--- src/rtl/cintc_pkg.sv ---
package cintc_pkg;
  localparam int NSRC = 32;
  localparam int NSUB = 11;
  localparam int NGRP = 4;
  localparam int AW   = 3;
  localparam logic [NSRC-1:0] RSVD_BITS = 32'h0100_0040;

  // group layout: low sub bit, width, parent main bit
  localparam int GRP_LO  [NGRP] = '{0, 3, 6, 9};
  localparam int GRP_W   [NGRP] = '{3, 3, 3, 2};
  localparam int GRP_PAR [NGRP] = '{28, 23, 15, 31};

  typedef enum logic [AW-1:0] {
    A_PEND  = 3'd0,
    A_MASK  = 3'd1,
    A_ISR   = 3'd2,
    A_SPEND = 3'd3,
    A_SMASK = 3'd4
  } reg_addr_e;
endpackage

--- src/rtl/intc_pend.sv ---
module intc_pend #(
  parameter int W = 32
) (
  input  logic         clk_i,
  input  logic         rst_ni,
  input  logic [W-1:0] set_i,
  input  logic [W-1:0] clr_i,
  output logic [W-1:0] q_o
);
  logic [W-1:0] q_q;

  // set wins over clear
  always_ff @(posedge clk_i or negedge rst_ni) begin
    if (!rst_ni) q_q <= '0;
    else         q_q <= (q_q & ~clr_i) | set_i;
  end

  assign q_o = q_q;

  AST_PEND_W1C: assert property (@(posedge clk_i) disable iff (!rst_ni)
    1'b1 |=> ((q_o & $past(clr_i & ~set_i)) == '0));

  AST_PEND_SET: assert property (@(posedge clk_i) disable iff (!rst_ni)
    1'b1 |=> ((q_o & $past(set_i)) == $past(set_i)));
endmodule

--- src/rtl/intc_fold.sv ---
module intc_fold #(
  parameter int W = 3
) (
  input  logic [W-1:0] pend_i,
  input  logic [W-1:0] mask_i,
  output logic         req_o
);
  assign req_o = |(pend_i & ~mask_i);
endmodule

--- src/rtl/intc_pick.sv ---
module intc_pick #(
  parameter int W = 32
) (
  input  logic [W-1:0] req_i,
  output logic [W-1:0] gnt_o
);
  // isolate lowest set bit
  assign gnt_o = req_i & (~req_i + {{(W-1){1'b0}}, 1'b1});

  always_comb begin
    AST_PICK_ONEHOT: assert ($onehot0(gnt_o));
  end
endmodule

--- src/rtl/cascade_intc.sv ---
module cascade_intc
  import cintc_pkg::*;
(
  input  logic            clk_i,
  input  logic            rst_ni,
  input  logic [NSRC-1:0] src_i,
  input  logic [NSUB-1:0] sub_src_i,
  input  logic            wr_en_i,
  input  logic [AW-1:0]   addr_i,
  input  logic [31:0]     wdata_i,
  output logic [31:0]     rdata_o,
  output logic            irq_o
);
  logic [NSRC-1:0] pend_q, mask_q, isr_q, main_set, main_clr, cand, gnt;
  logic [NSUB-1:0] spend_q, smask_q, sub_clr;
  logic [NGRP-1:0] grp_req;

  logic wr_pend, wr_mask, wr_isr, wr_spend, wr_smask;
  assign wr_pend  = wr_en_i && (addr_i == A_PEND);
  assign wr_mask  = wr_en_i && (addr_i == A_MASK);
  assign wr_isr   = wr_en_i && (addr_i == A_ISR);
  assign wr_spend = wr_en_i && (addr_i == A_SPEND);
  assign wr_smask = wr_en_i && (addr_i == A_SMASK);

  // secondary pending
  assign sub_clr = wr_spend ? wdata_i[NSUB-1:0] : '0;

  intc_pend #(.W(NSUB)) u_spend (
    .clk_i  (clk_i),
    .rst_ni (rst_ni),
    .set_i  (sub_src_i),
    .clr_i  (sub_clr),
    .q_o    (spend_q)
  );

  for (genvar g = 0; g < NGRP; g++) begin : g_grp
    intc_fold #(.W(GRP_W[g])) u_fold (
      .pend_i (spend_q[GRP_LO[g] +: GRP_W[g]]),
      .mask_i (smask_q[GRP_LO[g] +: GRP_W[g]]),
      .req_o  (grp_req[g])
    );

    AST_PARENT_HOLD: assert property (@(posedge clk_i) disable iff (!rst_ni)
      grp_req[g] |=> pend_q[GRP_PAR[g]]);
  end

  // main set vector: parents come from groups, reserved stay idle
  always_comb begin
    main_set = src_i & ~RSVD_BITS;
    for (int g = 0; g < NGRP; g++) main_set[GRP_PAR[g]] = grp_req[g];
  end

  assign main_clr = wr_pend ? wdata_i : '0;

  intc_pend #(.W(NSRC)) u_pend (
    .clk_i  (clk_i),
    .rst_ni (rst_ni),
    .set_i  (main_set),
    .clr_i  (main_clr),
    .q_o    (pend_q)
  );

  // masks
  always_ff @(posedge clk_i or negedge rst_ni) begin
    if (!rst_ni) begin
      mask_q  <= '1;
      smask_q <= '1;
    end else begin
      if (wr_mask)  mask_q  <= wdata_i;
      if (wr_smask) smask_q <= wdata_i[NSUB-1:0];
    end
  end

  // selection and in-service
  assign cand = pend_q & ~mask_q;

  intc_pick #(.W(NSRC)) u_pick (
    .req_i (cand),
    .gnt_o (gnt)
  );

  always_ff @(posedge clk_i or negedge rst_ni) begin
    if (!rst_ni)             isr_q <= '0;
    else if (isr_q == '0)    isr_q <= gnt;
    else if (wr_isr)         isr_q <= isr_q & ~wdata_i;
  end

  assign irq_o = |isr_q;

  // read path
  always_comb begin
    rdata_o = '0;
    unique case (addr_i)
      A_PEND:  rdata_o = pend_q;
      A_MASK:  rdata_o = mask_q;
      A_ISR:   rdata_o = isr_q;
      A_SPEND: rdata_o[NSUB-1:0] = spend_q;
      A_SMASK: rdata_o[NSUB-1:0] = smask_q;
      default: rdata_o = '0;
    endcase
  end

  AST_RSVD_IDLE: assert property (@(posedge clk_i) disable iff (!rst_ni)
    (pend_q & RSVD_BITS) == '0);

  AST_ISR_ONEHOT: assert property (@(posedge clk_i) disable iff (!rst_ni)
    $onehot0(isr_q));

  AST_ISR_FILL: assert property (@(posedge clk_i) disable iff (!rst_ni)
    (isr_q == '0 && cand != '0) |=> (isr_q != '0));

  AST_ISR_HOLD: assert property (@(posedge clk_i) disable iff (!rst_ni)
    (isr_q != '0 && !wr_isr) |=> $stable(isr_q));

  AST_MASKED_OUT: assert property (@(posedge clk_i) disable iff (!rst_ni)
    (isr_q == '0) |=> ((isr_q & $past(mask_q)) == '0));
endmodule

--- config.mk ---
export PLATFORM = sky130hd
export DESIGN_NAME = cascade_intc
export DESIGN_NICKNAME = d
export VERILOG_FILES = /design/src/rtl/cintc_pkg.sv /design/src/rtl/intc_pend.sv /design/src/rtl/intc_fold.sv /design/src/rtl/intc_pick.sv /design/src/rtl/cascade_intc.sv
export SDC_FILE = /design/constraint.sdc
export NUM_CORES = 1
export LEC_CHECK = 0
export ABC_AREA = 0
export BUFFER_PORTS_ARGS = -buffer_cell sky130_fd_sc_hd__buf_2
export CAP_MARGIN = 10
export CELL_PAD_IN_SITES_DETAIL_PLACEMENT = 0
export CELL_PAD_IN_SITES_GLOBAL_PLACEMENT = 1
export CORE_MARGIN = 8
export CORE_UTILIZATION = 40
export CTS_BUF_LIST = sky130_fd_sc_hd__clkbuf_8 sky130_fd_sc_hd__clkbuf_16
export DETAILED_ROUTE_END_ITERATION = 12
export PLACE_DENSITY = 0.75
export SLEW_MARGIN = 15
export SYNTH_ARGS = -nofsm -noshare
export SYNTH_HDL_FRONTEND = slang
export SYNTH_SLANG_ARGS = --single-unit
--- constraint.sdc ---
create_clock -name clk_i -period 2.6 [get_ports clk_i]
set_input_delay 0.13 -clock clk_i [delete_from_list [all_inputs] [get_ports clk_i]]
set_output_delay 0.13 -clock clk_i [all_outputs]
set_load 0.05 [all_outputs]
# Yosys cells after proc, flatten, opt, wreduce, memory -nomap -nowiden
# Index checks and enable logic that the tools add are counted.
dict set report totals {
  reg_bits 118
  inputBits 81
  output_inout_bits 33
  elab_cells 49
}
dict set report op_classes {
  add_sub_neg 1
  eq_ne 4
  mux 6
  bitwise 20
  reduce_logical 13
}
# cell count
set op_table {}
lappend op_table {{$and 32x32->32} 4}
lappend op_table {{$not 32->32} 4}
lappend op_table {{$mux 32} 3}
lappend op_table {{$pmux 21 s3} 1}
lappend op_table {{$pmux 11 s5} 1}
lappend op_table {{$add 32x1->32 const B} 1}
lappend op_table {{$logic_not 32->1} 1}
lappend op_table {{$or 32x32->32} 1}
lappend op_table {{$reduce_or 32->1} 1}
lappend op_table {{$and 11x11->11} 1}
lappend op_table {{$mux 11} 1}
lappend op_table {{$not 11->11} 1}
lappend op_table {{$or 11x11->11} 1}
lappend op_table {{$and 3x3->3} 3}
lappend op_table {{$not 3->3} 3}
lappend op_table {{$reduce_or 3->1} 3}
lappend op_table {{$eq 3x2->1 const B} 2}
lappend op_table {{$logic_and 1x1->1} 5}
lappend op_table {{$eq 3x1->1 const B} 1}
lappend op_table {{$eq 3x3->1 const B} 1}
lappend op_table {{$logic_not 3->1} 1}
lappend op_table {{$and 2x2->2} 1}
lappend op_table {{$not 2->2} 1}
lappend op_table {{$reduce_bool 2->1} 1}
lappend op_table {{$reduce_or 2->1} 1}

# Logic depth before layout (Yosys ltp)
dict set report depth {
  depth_word 6
  depth_mapped 7
  depth_no_buf 6
}

# Modules after synthesis
# A second synthesis with hierarchy kept.
dict set report hier_totals {
  hier_cells 726
  area_unflattened_um2 6931.6
}
# module instances cells_per_inst area_per_inst_um2 seq_area_each_um2
set modules_own_cells {}
lappend modules_own_cells {cascade_intc 1 505 4813.4 1930.6}
lappend modules_own_cells {{intc_pend (u_pend)} 1 96 1161.1 800.8}
lappend modules_own_cells {intc_pick 1 77 451.7 0.0}
lappend modules_own_cells {{intc_pend (u_spend)} 1 33 399.1 275.3}
lappend modules_own_cells {{intc_fold (g_grp[0].u_fold ...)} 3 4 28.8 0.0}
lappend modules_own_cells {{intc_fold (g_grp[3].u_fold)} 1 3 20.0 0.0}

# Worst setup path after synthesis
# OpenSTA, ideal clock, no wires.
dict set report synth_path {
  kind {reg-to-output}
  start {reg mask_q[4]}
  end {out rdata_o[4]}
  t_arrival_ns 1.847
  t_required_ns 2.470
  setup_slack_ns 0.623
  path_stages_with_launch 4
  n_path_buf 0
  path_cell_list {dfstp_2 mux4_2 inv_1 o21ai_0}
}
dict set report synth_via {
  elab_chain_len 1
}
# item line
set synth_rtl {}
lappend synth_rtl {{start: declaration} cascade_intc.sv:14} ;# logic [NSRC-1:0] pend_q, mask_q, isr_q, main_set, main_clr, cand, gnt;
lappend synth_rtl {{start signal: assignment} cascade_intc.sv:69} ;# if (wr_mask) mask_q <= wdata_i;
lappend synth_rtl {{$pmux 11 s5} cascade_intc.sv:93} ;# unique case (addr_i)
lappend synth_rtl {{end: declaration} cascade_intc.sv:11} ;# output logic [31:0] rdata_o,
# No other way between the ends.

# Final worst setup path
dict set report layout_path {
  start {reg isr_q[18]}
  end {out irq_o}
}
dict set report layout_via {
  elab_chain_len 1
}
# item line
set layout_rtl {}
lappend layout_rtl {{start: declaration} cascade_intc.sv:14}
lappend layout_rtl {{start signal: assignment} cascade_intc.sv:84} ;# else if (isr_q == '0) isr_q <= gnt;
lappend layout_rtl {{start signal: assignment} cascade_intc.sv:85} ;# else if (wr_isr) isr_q <= isr_q & ~wdata_i;
lappend layout_rtl {{$reduce_or 32->1} cascade_intc.sv:88} ;# assign irq_o = |isr_q;
lappend layout_rtl {{end: declaration} cascade_intc.sv:12} ;# output logic irq_o
# No other way between the ends.

==> results.toml <==
[clock_network]
cts.sinks = 118
clk-insertion-delay-late_ps = 430
htreeDepth = 4
tritoncts_clock_tree = "yes"
post_cts_resize_count = 0
clock_tree.buffer_depth = 2
cts_root_buffer = "clkbuf_16"
tritoncts.num_buffers = 17
clock_slew_at_the_register_clock_pins_of_the_worst_setup_and_hold_paths_ps = 60
cts_hold_buf = 70
postCtsSetupRepairBufs = 0

[place]
dp_hpwl_um = 13000
placedCellCount = 899
dpl-instance-area_sq_um = 6930
port_buffers = 107
global_placement_routability_congestion = 0.874

[floorplanning]
die_h_um = 139
placement_rows = 45
die-width_um = 139
die_area_sq_um = 19400
io-pin-count = 114
initial_utilization_pct = 40.5
floorplan.core_area_sq_um = 15000

[routing]
postRouteWirelength_um = 18500
antenna_violating_nets_post_route = 0
drt_iter0_markers = 283
drt-wirelength-per-cell_um = 18.5
dr.pass1.iters = 4
vias = 5303
post_drt_via_cell_ratio = 5.30
route.detailed.drc = 0

[finish]
finalNetCount = 881
stdcell_count = 1001
area_delta_synth_final_pct = 34.8
layout-drive-gt1-share_pct = 31.7
finish.instance_area_sq_um = 8200
final_core_util_pct = 54.6
antenna_cells = 0
final.fill_count = 1346

[logic_synthesis]
post-synth-top-area-cell = "dfrtp_1"
post_synth_instance_area_sq_um = 6090
synth.yosys.seq_area_share_pct = 49.4
mappedNetlistNets = 692
synth.most_common_cell = "nand2_1"
post_synth_inst_count = 611
synth.top_cells.by_count = "nand2_1, dfrtp_1, nor2_1"
post_synth_num_cell_types = 48
asyncSetResetFlopFracSynth_pct = 100
dominantRegCellSynth = "dfrtp_1"
synthTopCellsByArea = "dfrtp_1, dfstp_2, mux2_2"
synth_largest_type_area_fraction_pct = 30.8
count_of_flip_flops_with_a_built_in_enable_after_synthesis = 0
ys.warnings.count = 0
ff_latch_count_synth = 118
post_synth.cell_area_avg_sq_um = 9.96

[global_route]
grt_max_degree = 51
grt.overflow.total = 0
grt_pass1_vias = 5646
grt_pass1_wl_um = 29900
global_route.usage.total_pct = 19.6
antenna_found_initial = 0

[critical_path]
cp_top_family = "simple AND/OR/NAND/NOR gates"
crit_chain = "nor4_1, nand4_1, nor2_1, inv_1, buf_2"
critical_setup_path_class = "reg -> out"
worst-endpoint-required_ps = 2470
ff2ff_setup_slack_ps = 560
worst_setup_path_start_kind = "flop"
endpoint_class_of_the_critical_path = "output port"
timing.critical_path.arrival_ps = 2140
worst-path-buf-inv = 2
worst_path_cell_with_the_longest_stage_delay = "nor4_1"
cp_max_fo = 3
cpPeakStageDelay_ps = 460

[timing]
timing.final.setup_violations = 0
timing.final.crit_period_ps = 2270
worst_slew_margin_relative_to_its_limit_pct = 60.0
rsz0062_at_grt = "false"
timing.final.crit_share_pct = 87.4
tightestPinTransition_ps = 600
fin_tns_setup_ps = 0
hold_viol_final = 0
timing.final.max_slew_violations = 0
clock_skew_ps = 7.06
clock.fmax_mhz = 440

[pwr]
seq_power_share_pct = 40.5
internal_power_mw = 4.12
vdd.ir_drop.worst_uv = 460
netSwitchingPower_mw = 1.69
cellLeakagePower_nw = 3.55
power_switching_share_pct = 29.1
power.density_cell_area_nw_per_um2 = 708
combPwrFrac_pct = 19.8
power_frac_clock_pct = 39.7

[status]
run_status = "finished clean"

[worst_hold_path]
hold_class = "in -> reg"

[flow_run]
max_cap_violations = 0
[power by group through the flow]
| stage | sequential [mW] | combinational, mW | clock (mW) |
|---|---|---|---|
| after global routing | 2.39 | 1.25 | 2.43 |
| after floorplan | 2.31 | 0.760 | 0 |
| after detailed placement | 2.38 | 1.07 | 0 |
| after CTS | 2.35 | 1.16 | 2.33 |
| final | 2.35 | 1.15 | 2.30 |
| after global placement | 2.36 | 1.05 | 0 |
[stage by stage]
step | worst slack (ps) | power [mW] | hold WS [ps]
after floorplan | 623 | 3.07 | -166
after global placement | 617 | 3.42 | 161
after detailed placement | 590 | 3.45 | 164
after CTS | 378 | 5.84 | 14.2
after global routing | 275 | 6.07 | 8.74
final | 328 | 5.81 | 10.7
[metal layers]
metal,vias to the layer above,global-route usage [%],part of all wire [%]
li1,2521,-,-
met1,2596,24.2,44
met2,166,32.1,48
met3,20,6.29,6.9
met4,0,5.78,1.7
met5,-,0,0
[worst reg2reg max path, delay by kind of cell (launching register included)]
family	cells	cell delay (ps)
flops	1	410
buf+inv	1	220
simple gates	4	1090
compound gates	1	220
[area by class of cell]
class                           count  area (sq um)  area share [%]
Clock buffer                       20           467            5.69
Tap cell                          188           235            2.87
Inverter                           17          63.8           0.778
Clock inverter                     12           111            1.36
Multi-Input combinational cell    447          2900            35.4
Sequential cell                   118          3010            36.6
Timing Repair Buffer              199          1420            17.3
[path summary, 6_finish.rpt]
| path | start | endpoint | depth (start not counted) |
|---|---|---|---|
| max | isr_q[18]$_DFFE_PN0P_ | irq_o | 5 |
| min | wdata_i[4] | smask_q[4]$_DFFE_PN1P_ | 2 |
| max reg2reg | isr_q[18]$_DFFE_PN0P_ | isr_q[28]$_DFFE_PN0P_ | 6 |
| min reg2reg | u_pend.q_o[25]$_DFF_PN0_ | u_pend.q_o[25]$_DFF_PN0_ | 1 |
| max in group asynchronous | rst_ni | mask_q[26]$_DFFE_PN1P_ | 3 |
| min in group asynchronous | rst_ni | u_spend.q_o[0]$_DFF_PN0_ | 2 |
[sequential cells by signal, summed over array words and instances (netlist names)]
signal / count
isr_q: 32
mask_q: 32
smask_q: 11
u_pend.q_o: 32
u_spend.q_o: 11
[cells by family after synthesis]
kind of cell,synth area share (%)
flip-flops,49.4
AO/OA/AOI/OAI,14.3
buffers and inverters,3.16
multiplexers,14.1
AND/OR/NAND/NOR,19.0
[cell usage in the layout, fill, tap and decap left out, types with 2 or more instances in the layout]
master / synthesis / layout
o21ai_0: 15 / 15
mux2i_1: 41 / 41
nand3b_1: 5 / 5
clkinvlp_4: 0 / 2
a21o_1: 35 / 35
a21oi_1: 33 / 33
or2_2: 2 / 2
o31ai_2: 3 / 3
buf_4: 0 / 22
a22o_2: 2 / 2
a22o_1: 2 / 2
nor3_4: 1 / 3
clkbuf_16: 0 / 17
o22ai_1: 13 / 13
nor2_1: 61 / 60
a32o_1: 6 / 6
nor2b_1: 15 / 15
clkinv_2: 0 / 5
dlygate4sd3_1: 0 / 70
dfstp_2: 43 / 43
dfrtp_1: 75 / 75
nand2_1: 102 / 102
a221o_1: 4 / 4
inv_1: 17 / 20
o31ai_1: 4 / 4
mux2_2: 38 / 38
nor4_1: 10 / 10
buf_2: 10 / 106
nand3_1: 3 / 3
clkbuf_8: 0 / 3
bufinv_16: 0 / 2
nand2b_1: 23 / 23
a21boi_0: 3 / 3
o2bb2ai_1: 3 / 3
nand4_1: 5 / 5
No activity file was read; power rests on OpenSTA's default activity.
